[config.mk]
export PLATFORM = sky130hd
export DESIGN_NAME = drive_cal_seq
export DESIGN_NICKNAME = d
export VERILOG_FILES = /design/src/rtl/dcs_pkg.sv /design/src/rtl/dcs_gain_scaler.sv /design/src/rtl/dcs_rep_tracker.sv /design/src/rtl/drive_cal_seq.sv
export SDC_FILE = /design/constraint.sdc
export NUM_CORES = 1
export LEC_CHECK = 0
export BUFFER_PORTS_ARGS = -buffer_cell sky130_fd_sc_hd__buf_2
export CORE_MARGIN = 1
export CORE_UTILIZATION = 30
export CTS_BUF_LIST = sky130_fd_sc_hd__clkbuf_16
export DETAILED_ROUTE_END_ITERATION = 7
export GPL_ROUTABILITY_DRIVEN = 1
export PLACE_DENSITY = 0.5
export SLEW_MARGIN = 10
export SYNTH_ARGS = -nofsm -noshare
export SYNTH_HDL_FRONTEND = slang
export SYNTH_SLANG_ARGS = --single-unit
[constraint.sdc]
create_clock -name clk -period 63.7 [get_ports clk]
set_input_delay 0 -clock clk [delete_from_list [all_inputs] [get_ports clk]]
set_output_delay 0 -clock clk [all_outputs]
set_load 0.05 [all_outputs]
[src/rtl/dcs_pkg.sv]
package dcs_pkg;
  typedef enum logic [2:0] {
    ST_IDLE,
    ST_CAL_REQ,
    ST_CAL_WAIT,
    ST_MEAS_REQ,
    ST_MEAS_WAIT
  } dcs_state_e;

  localparam int BURSTS_PER_MEAS = 4;
  localparam int PHASE_W = $clog2(BURSTS_PER_MEAS);
endpackage

[src/rtl/dcs_gain_scaler.sv]
// Ratio scaling of the gain code: gain * target / measured, clamped to full scale.
module dcs_gain_scaler #(
  parameter int GAIN_W = 12,
  parameter int AMP_W  = 12
) (
  input  logic [GAIN_W-1:0] gain_i,
  input  logic [AMP_W-1:0]  target_i,
  input  logic [AMP_W-1:0]  meas_i,
  output logic [GAIN_W-1:0] gain_o
);
  localparam int PROD_W = GAIN_W + AMP_W;
  localparam logic [PROD_W-1:0] FULL = {{AMP_W{1'b0}}, {GAIN_W{1'b1}}};

  logic [PROD_W-1:0] prod;
  logic [PROD_W-1:0] den;
  logic [PROD_W-1:0] quo;

  assign prod = PROD_W'(gain_i) * PROD_W'(target_i);
  assign den  = PROD_W'(meas_i);

  always_comb begin
    if (den == '0) quo = FULL;
    else           quo = prod / den;
  end

  assign gain_o = (quo > FULL) ? {GAIN_W{1'b1}} : quo[GAIN_W-1:0];
endmodule

[src/rtl/dcs_rep_tracker.sv]
// Tracks the burst phase within a measurement and the measurement repeats left.
module dcs_rep_tracker #(
  parameter int REP_W   = 8,
  parameter int BURSTS  = 4,
  parameter int PHASE_W = 2
) (
  input  logic               clk,
  input  logic               rst_n,
  input  logic               load_i,
  input  logic [REP_W-1:0]   count_i,
  input  logic               step_i,
  output logic [PHASE_W-1:0] phase_o,
  output logic               last_o
);
  localparam logic [PHASE_W-1:0] PH_LAST = PHASE_W'(BURSTS - 1);

  logic [PHASE_W-1:0] phase_q;
  logic [REP_W-1:0]   left_q;

  always_ff @(posedge clk) begin
    if (!rst_n) begin
      phase_q <= '0;
      left_q  <= '0;
    end else if (load_i) begin
      phase_q <= '0;
      left_q  <= (count_i == '0) ? REP_W'(1) : count_i;
    end else if (step_i) begin
      if (phase_q == PH_LAST) begin
        phase_q <= '0;
        left_q  <= left_q - REP_W'(1);
      end else begin
        phase_q <= phase_q + PHASE_W'(1);
      end
    end
  end

  assign phase_o = phase_q;
  assign last_o  = (phase_q == PH_LAST) && (left_q == REP_W'(1));
endmodule

[src/rtl/drive_cal_seq.sv]
module drive_cal_seq #(
  parameter int GAIN_W     = 12,
  parameter int AMP_W      = 12,
  parameter int REP_W      = 8,
  parameter int MIN_AMP    = 16,
  parameter int CAL_ROUNDS = 2
) (
  input  logic                         clk,
  input  logic                         rst_n,
  input  logic                         site_start,
  input  logic [GAIN_W-1:0]            nominal_gain,
  input  logic [AMP_W-1:0]             target_amp,
  input  logic [REP_W-1:0]             repeat_count,
  output logic                         burst_req_valid,
  input  logic                         burst_req_ready,
  output logic                         burst_cal,
  output logic [dcs_pkg::PHASE_W-1:0]  burst_phase,
  input  logic                         burst_done,
  input  logic [AMP_W-1:0]             meas_amp,
  output logic [GAIN_W-1:0]            dac_gain,
  output logic                         busy,
  output logic                         site_done,
  output logic                         open_err
);
  import dcs_pkg::*;

  localparam int CAL_W = $clog2(CAL_ROUNDS) + 1;
  localparam logic [CAL_W-1:0] CAL_LAST = CAL_W'(CAL_ROUNDS - 1);
  localparam logic [AMP_W-1:0] AMP_FLOOR = AMP_W'(MIN_AMP);

  dcs_state_e          st_q;
  logic [GAIN_W-1:0]   gain_q;
  logic [GAIN_W-1:0]   gain_scaled;
  logic [CAL_W-1:0]    cal_q;
  logic                done_q;
  logic                err_q;
  logic [PHASE_W-1:0]  phase;
  logic                last_burst;
  logic                trk_load;
  logic                trk_step;

  assign trk_load = (st_q == ST_IDLE) && site_start;
  assign trk_step = (st_q == ST_MEAS_WAIT) && burst_done;

  dcs_gain_scaler #(.GAIN_W(GAIN_W), .AMP_W(AMP_W)) u_scaler (
    .gain_i   (gain_q),
    .target_i (target_amp),
    .meas_i   (meas_amp),
    .gain_o   (gain_scaled)
  );

  dcs_rep_tracker #(.REP_W(REP_W), .BURSTS(BURSTS_PER_MEAS), .PHASE_W(PHASE_W)) u_trk (
    .clk     (clk),
    .rst_n   (rst_n),
    .load_i  (trk_load),
    .count_i (repeat_count),
    .step_i  (trk_step),
    .phase_o (phase),
    .last_o  (last_burst)
  );

  always_ff @(posedge clk) begin
    if (!rst_n) begin
      st_q   <= ST_IDLE;
      gain_q <= '0;
      cal_q  <= '0;
      done_q <= 1'b0;
      err_q  <= 1'b0;
    end else begin
      done_q <= 1'b0;
      unique case (st_q)
        ST_IDLE: begin
          if (site_start) begin
            gain_q <= nominal_gain;
            cal_q  <= '0;
            err_q  <= 1'b0;
            st_q   <= ST_CAL_REQ;
          end
        end
        ST_CAL_REQ: begin
          if (burst_req_ready) st_q <= ST_CAL_WAIT;
        end
        ST_CAL_WAIT: begin
          if (burst_done) begin
            if (meas_amp < AMP_FLOOR) begin
              err_q <= 1'b1;
              st_q  <= ST_IDLE;
            end else begin
              gain_q <= gain_scaled;
              if (cal_q == CAL_LAST) begin
                st_q <= ST_MEAS_REQ;
              end else begin
                cal_q <= cal_q + CAL_W'(1);
                st_q  <= ST_CAL_REQ;
              end
            end
          end
        end
        ST_MEAS_REQ: begin
          if (burst_req_ready) st_q <= ST_MEAS_WAIT;
        end
        ST_MEAS_WAIT: begin
          if (burst_done) begin
            if (last_burst) begin
              done_q <= 1'b1;
              st_q   <= ST_IDLE;
            end else begin
              st_q <= ST_MEAS_REQ;
            end
          end
        end
        default: st_q <= ST_IDLE;
      endcase
    end
  end

  assign burst_req_valid = (st_q == ST_CAL_REQ) || (st_q == ST_MEAS_REQ);
  assign burst_cal       = (st_q == ST_CAL_REQ);
  assign burst_phase     = (st_q == ST_MEAS_REQ) ? phase : '0;
  assign dac_gain        = gain_q;
  assign busy            = (st_q != ST_IDLE);
  assign site_done       = done_q;
  assign open_err        = err_q;
endmodule

# Word level (Yosys, flattened, before mapping)
# Cells that the tools add are included.
[totals] ff_bits=29 out_inout_bits=19 wordCells=79 in_bits=49
[op_classes] order_cmp=2 div=1 n_reduce_logical=18 mux=31 n_addsub=3 multipliers=1 eq_ne=15 bitwise_logic=1
[ops] op="2-to-1 mux 12 bit" count=4
[ops] op="2-to-1 mux 8 bit" count=4
[ops] op="divider 24 x 12 -> 24 bit" count=1
[ops] op="> comparator 24 x 12 -> 1 bit (second input constant)" count=1
[ops] op="logical NOT 24 bit" count=1
[ops] op="multiplier 12 x 12 -> 24 bit" count=1
[ops] op="2-to-1 mux 24 bit" count=1
[ops] op="one-hot mux 12 bit (2 select lines)" count=1
[ops] op="2-to-1 mux 2 bit" count=9
[ops] op="!= test 2 bit (second input constant)" count=8
[ops] op="2-to-1 mux 3 bit" count=5
[ops] op="one-hot mux 3 bit (5 select lines)" count=1
[ops] op="< comparator 12 x 5 -> 1 bit (second input constant)" count=1
[ops] op="AND reduction 5 bit" count=2
[ops] op="equality test 8 x 1 -> 1 bit (second input constant)" count=1
[ops] op="logical NOT 8 bit" count=1
[ops] op="AND reduction 4 bit" count=2
[ops] op="subtractor 8 x 1 -> 8 bit (second input constant)" count=1
[ops] op="equality test 3 x 2 -> 1 bit (second input constant)" count=2
[ops] op="nonzero test 2 bit" count=3
[ops] op="adder 2 x 1 -> 2 bit (second input constant)" count=2
[ops] op="2-to-1 mux 1 bit" count=4
[ops] op="one-hot mux 2 bit (2 select lines)" count=1
[ops] op="equality test 3 x 1 -> 1 bit (second input constant)" count=1
[ops] op="other kinds (12)" count=14

# Longest topological paths before layout
[depth] ltp_word=8 mapped_depth=320 ltp_nobuf=293

# Cells and area by module
# A second synthesis with hierarchy kept.
[hier_totals] hier_cells=2622 area_unflattened_um2=19690.1
[by_module_without_submodules] module="dcs_gain_scaler" instances=1 seq_area_each_um2=0.0 area_per_inst_um2=17978.5 cells_per_inst=2430
[by_module_without_submodules] module="drive_cal_seq" instances=1 seq_area_each_um2=380.4 area_per_inst_um2=1119.8 cells_per_inst=122
[by_module_without_submodules] module="dcs_rep_tracker" instances=1 seq_area_each_um2=200.2 area_per_inst_um2=591.8 cells_per_inst=70

# Worst setup path after synthesis
# Ideal clock, no wire load.
[synth_timing] path_type="register to register" startpoint="register gain_q[0] (netlist: dac_gain[0])" endpoint="register gain_q[0] (netlist: dac_gain[0])" slack_ns=0.717 stages_incl_launch_ff=309 period_less_slack_ns=62.983 arrival_ns=62.853 cell_sequence="dfxtp_1 clkbuf_1 nand2_1 fa_1 fa_1 inv_1 fa_1 fa_1 inv_1 fa_1 inv_1 ha_1 nand4_1 nor3_1 nor3_1 nand3_1 nand2_1 xor2_1 [... 273 more ...] ha_1 a21o_1 a21o_1 a21oi_1 nor2b_1 o21ai_0 nand2b_1 a21oi_1 nor2b_1 o21ai_0 nand2b_1 a21oi_1 nor2b_1 o21ai_0 o2111a_1 o211ai_1 a2111oi_2 o22ai_1"
[synth_via] elab_chain_cells=8
[synth_lines] item="from (decl)" line="drive_cal_seq.sv:32" rtl="logic [GAIN_W-1:0] gain_q;"
[synth_lines] item="from (signal assigned)" line="drive_cal_seq.sv:74" rtl="gain_q <= nominal_gain;"
[synth_lines] item="from (signal assigned)" line="drive_cal_seq.sv:89" rtl="gain_q <= gain_scaled;"
[synth_lines] item="multiplier 12 x 12 -> 24 bit *" line="dcs_gain_scaler.sv:18" rtl="assign prod = PROD_W'(gain_i) * PROD_W'(target_i);"
[synth_lines] item="divider 24 x 12 -> 24 bit *" line="dcs_gain_scaler.sv:23" rtl="else quo = prod / den;"
[synth_lines] item="2-to-1 mux 24 bit *" line="dcs_gain_scaler.sv:22" rtl="if (den == '0) quo = FULL;"
[synth_lines] item="> comparator 24 x 12 -> 1 bit" line="dcs_gain_scaler.sv:26" rtl="assign gain_o = (quo > FULL) ? {GAIN_W{1'b1}} : quo[GAIN_W-1:0];"
[synth_lines] item="2-to-1 mux 12 bit *" line="dcs_gain_scaler.sv:26"
[synth_lines] item="2-to-1 mux 12 bit *" line="drive_cal_seq.sv:85" rtl="if (meas_amp < AMP_FLOOR) begin"
[synth_lines] item="2-to-1 mux 12 bit *" line="drive_cal_seq.sv:84" rtl="if (burst_done) begin"
[synth_lines] item="one-hot mux 12 bit (2 select lines) *" line="drive_cal_seq.sv:71" rtl="unique case (st_q)"
# Mark *: on every way between the ends. The rest lies on a longest branch, timed or not. The select of a mux whose other input is x is not followed.
# A chain may end at the register's enable or synchronous reset.

# Worst setup path after layout
# Ends and elaborated chain as after synthesis.

==> results.cfg <==
[setup_path]
crit_top_cell = o21a_1
r2r_slack_ps = 3800
worstPathMaxFanout = 23
cp_slowest_cell = a311oi_1
slowest_delay_ps = 720
r2r-start = dac_gain[0]$_SDFFE_PN0P_
required_ps = 63860
cp-endpoint = dac_gain[0]$_SDFFE_PN0P_
critPathBufInv = 19
arrival_ps = 60070
cp_top_family = compound AO/OA/AOI/OAI gates
worstSetupPathType = register to register
critPathLaunch = dac_gain[0]$_SDFFE_PN0P_
startpoint_type = register
end_kind = register
regToRegEndpoint = dac_gain[0]$_SDFFE_PN0P_
worst-path-stages = 288
rr_worst_depth = 288

[yosys]
synth-main-ff-cell = dfxtp_1
ys_top_cells_by_count = 290 x ha_1, 285 x nand2_1, 186 x nor2_1
synth.most_common_cell = ha_1
yosysWarnings = 0
synth.avg_cell_area_um2 = 7.40
synth_nets = 2950
synth_top_area_frac = 0.195
synthDistinctLibCells = 96
synth_area_leaders = ha_1 20%, fa_1 11%, nand2_1 5.8%
synth_edf_count = 0
ys_ff_latch = 29
postSynthCellCount = 2511
ys_seq_area_frac = 0.0313
syn_area_um2 = 18600
ys_async_sr_fraction = 0
synth_top_cell_by_area = ha_1

[sta]
relSlewSlack = 0.277
period_share = 0.940
tightest_slew_ps = 1080
fmax_mhz = 16.7
period_needed_ps = 59900
setup_violations = 0
hold_viol = 0
skew_ps = 5.08
final.setup.tns_ps = 0
slew_viol_final = 0

[grt]
grt_pass1_wl_um = 100000
grt_overflow_total = 0
grt_max_degree = 29
grt_antenna_before_repair = 3
grt_pass1_vias = 18400
track_usage = 0.196

[placed_design]
io_buffers = 67
gp_congestion = 0.914
post-dp-hpwl_um = 51100
place_area_um2 = 20100
dp.cells = 3347

[final_layout]
utilization = 0.343
flow.area_growth_from_synthesis_pct = 12.4
fin_area_um2 = 20900
fin_cells = 3376
fin_nets = 3031
drive_gt1_frac = 0.135

[drt]
ant_nets = 0
vias_per_cell = 5.65
remaining_drc_errors = 0
drtIter0Drc = 1233
drt_first_pass_iters = 5
drt_wl_total_um = 63000
wire_per_inst_um = 18.7
via_count = 19100

[clock_network]
clock-sinks = 29
clk_latency_ps = 290
clk_pin_slew_ps = 60
root_buffer = clkbuf_16
htreeDepth = 2
clk_path_buf_depth = 2
cts_tree = done
cts_made_buffers = 5

[die]
io_pins = 68
core_um2 = 60800
die_area_um2 = 62900
die_x_um = 251
row_count = 90
dieHeight_um = 251
start_util = 0.305

[run]
cap_viol_max_count = 0

[min_path]
min_path_type = primary input to register

[status]
status = completed
## sequential cells by signal (all words and copies together), names as in the netlist
signal and count:
st_q 3, u_trk.phase_o 2, dac_gain 12, u_trk.left_q 8, cal_q 2, open_err 1
site_done 1
## how the worst min path moves through the flow
stage                         start                      endpoint  slack [ps]  cells past startpoint
floorplan           repeat_count[3]  u_trk.left_q[3]$_SDFFE_PN0P_         160                      1
global placement    repeat_count[7]  u_trk.left_q[7]$_SDFFE_PN0P_         270                      2
detailed placement  repeat_count[7]  u_trk.left_q[7]$_SDFFE_PN0P_         280                      2
CTS                 repeat_count[5]  u_trk.left_q[5]$_SDFFE_PN0P_          10                      3
global route        repeat_count[5]  u_trk.left_q[5]$_SDFFE_PN0P_          40                      3
finish              repeat_count[5]  u_trk.left_q[5]$_SDFFE_PN0P_          10                      3
## cells in the final DEF, fill, tap and decap left out, types with 8 or more instances in the layout
cell / instances
a211oi_1: 22
a21boi_0: 16
a21o_1: 68
a21oi_1: 135
a31oi_1: 16
and2_1: 64
and3_1: 21
buf_2: 67
buf_4: 81
dfxtp_1: 20
dfxtp_2: 8
fa_1: 100
ha_1: 290
inv_1: 179
mux2_2: 52
mux2i_1: 23
nand2_1: 282
nand2b_1: 27
nand3_1: 36
nand4_1: 24
nor2_1: 182
nor2b_1: 29
nor3_1: 135
nor4_1: 18
o211a_1: 9
o211ai_1: 21
o21a_1: 114
o21ai_0: 88
o21ai_1: 10
o21bai_1: 12
o221ai_1: 8
o22ai_1: 8
o31ai_1: 46
or2_2: 30
or3_1: 19
or4_1: 12
xnor2_1: 69
xor2_1: 39
## cells by family (layout without fill, tap and decap cells)
group | Yosys count | count (layout) | share of synthesized area
compound gates | 707 | 707 | 0.265
xor+xnor | 109 | 109 | 0.0514
fa+ha+maj | 390 | 390 | 0.303
buf+inv | 263 | 343 | 0.0544
flops | 29 | 29 | 0.0313
mux | 79 | 79 | 0.0466
other cells | 0 | 1 | 0
simple gates | 934 | 936 | 0.248
## metal layers
metal,vias up,wire length (um),GRT usage
met2,387,29300,0.333
li1,9352,-,-
met5,-,13,0
met1,9269,30400,0.274
met4,2,996,0.0365
met3,63,2310,0.0119
## repair_timing
item / in CTS / in global routing
buffers inserted: 0 / 16
gates resized for setup: 11 / 95
cloned: 0 / 2
hold buffers: 2 / 0
pin swaps: 0 / 13
endpoints found under the hold margin: 2 / 0
endpoints found under the setup margin: 1 / 2
## per-stage QoR
step | worst slack (ps) | hold slack [ps]
after floorplan | 717 | 156
after global placement | 934 | 269
after detailed placement | -458 | 285
after CTS | 47.2 | 9.71
after global routing | -169 | 39.4
final | 3800 | 11.4
## worst reg2reg max path, delay by kind of cell (launching register included)
kind	cells	cell delay [ps]
compound gates	164	31820
xor+xnor	1	220
fa+ha+maj	30	10500
buf+inv	19	2630
flops	1	350
mux	5	1480
simple gates	69	12850
## final cells by class
type	count	area [um^2]
repair buffers	155	1020
clock buffers	5	125
flip-flops and latches	29	594
well taps	782	978
clock inverters	3	17.5
diodes	1	2.50
fillers	6505	39900
multi-input cells	2221	17500
inverters	180	676
Power is left out: the tool's default activity adds up to more than one toggle a clock period on the data nets, which glitch-free logic cannot reach.
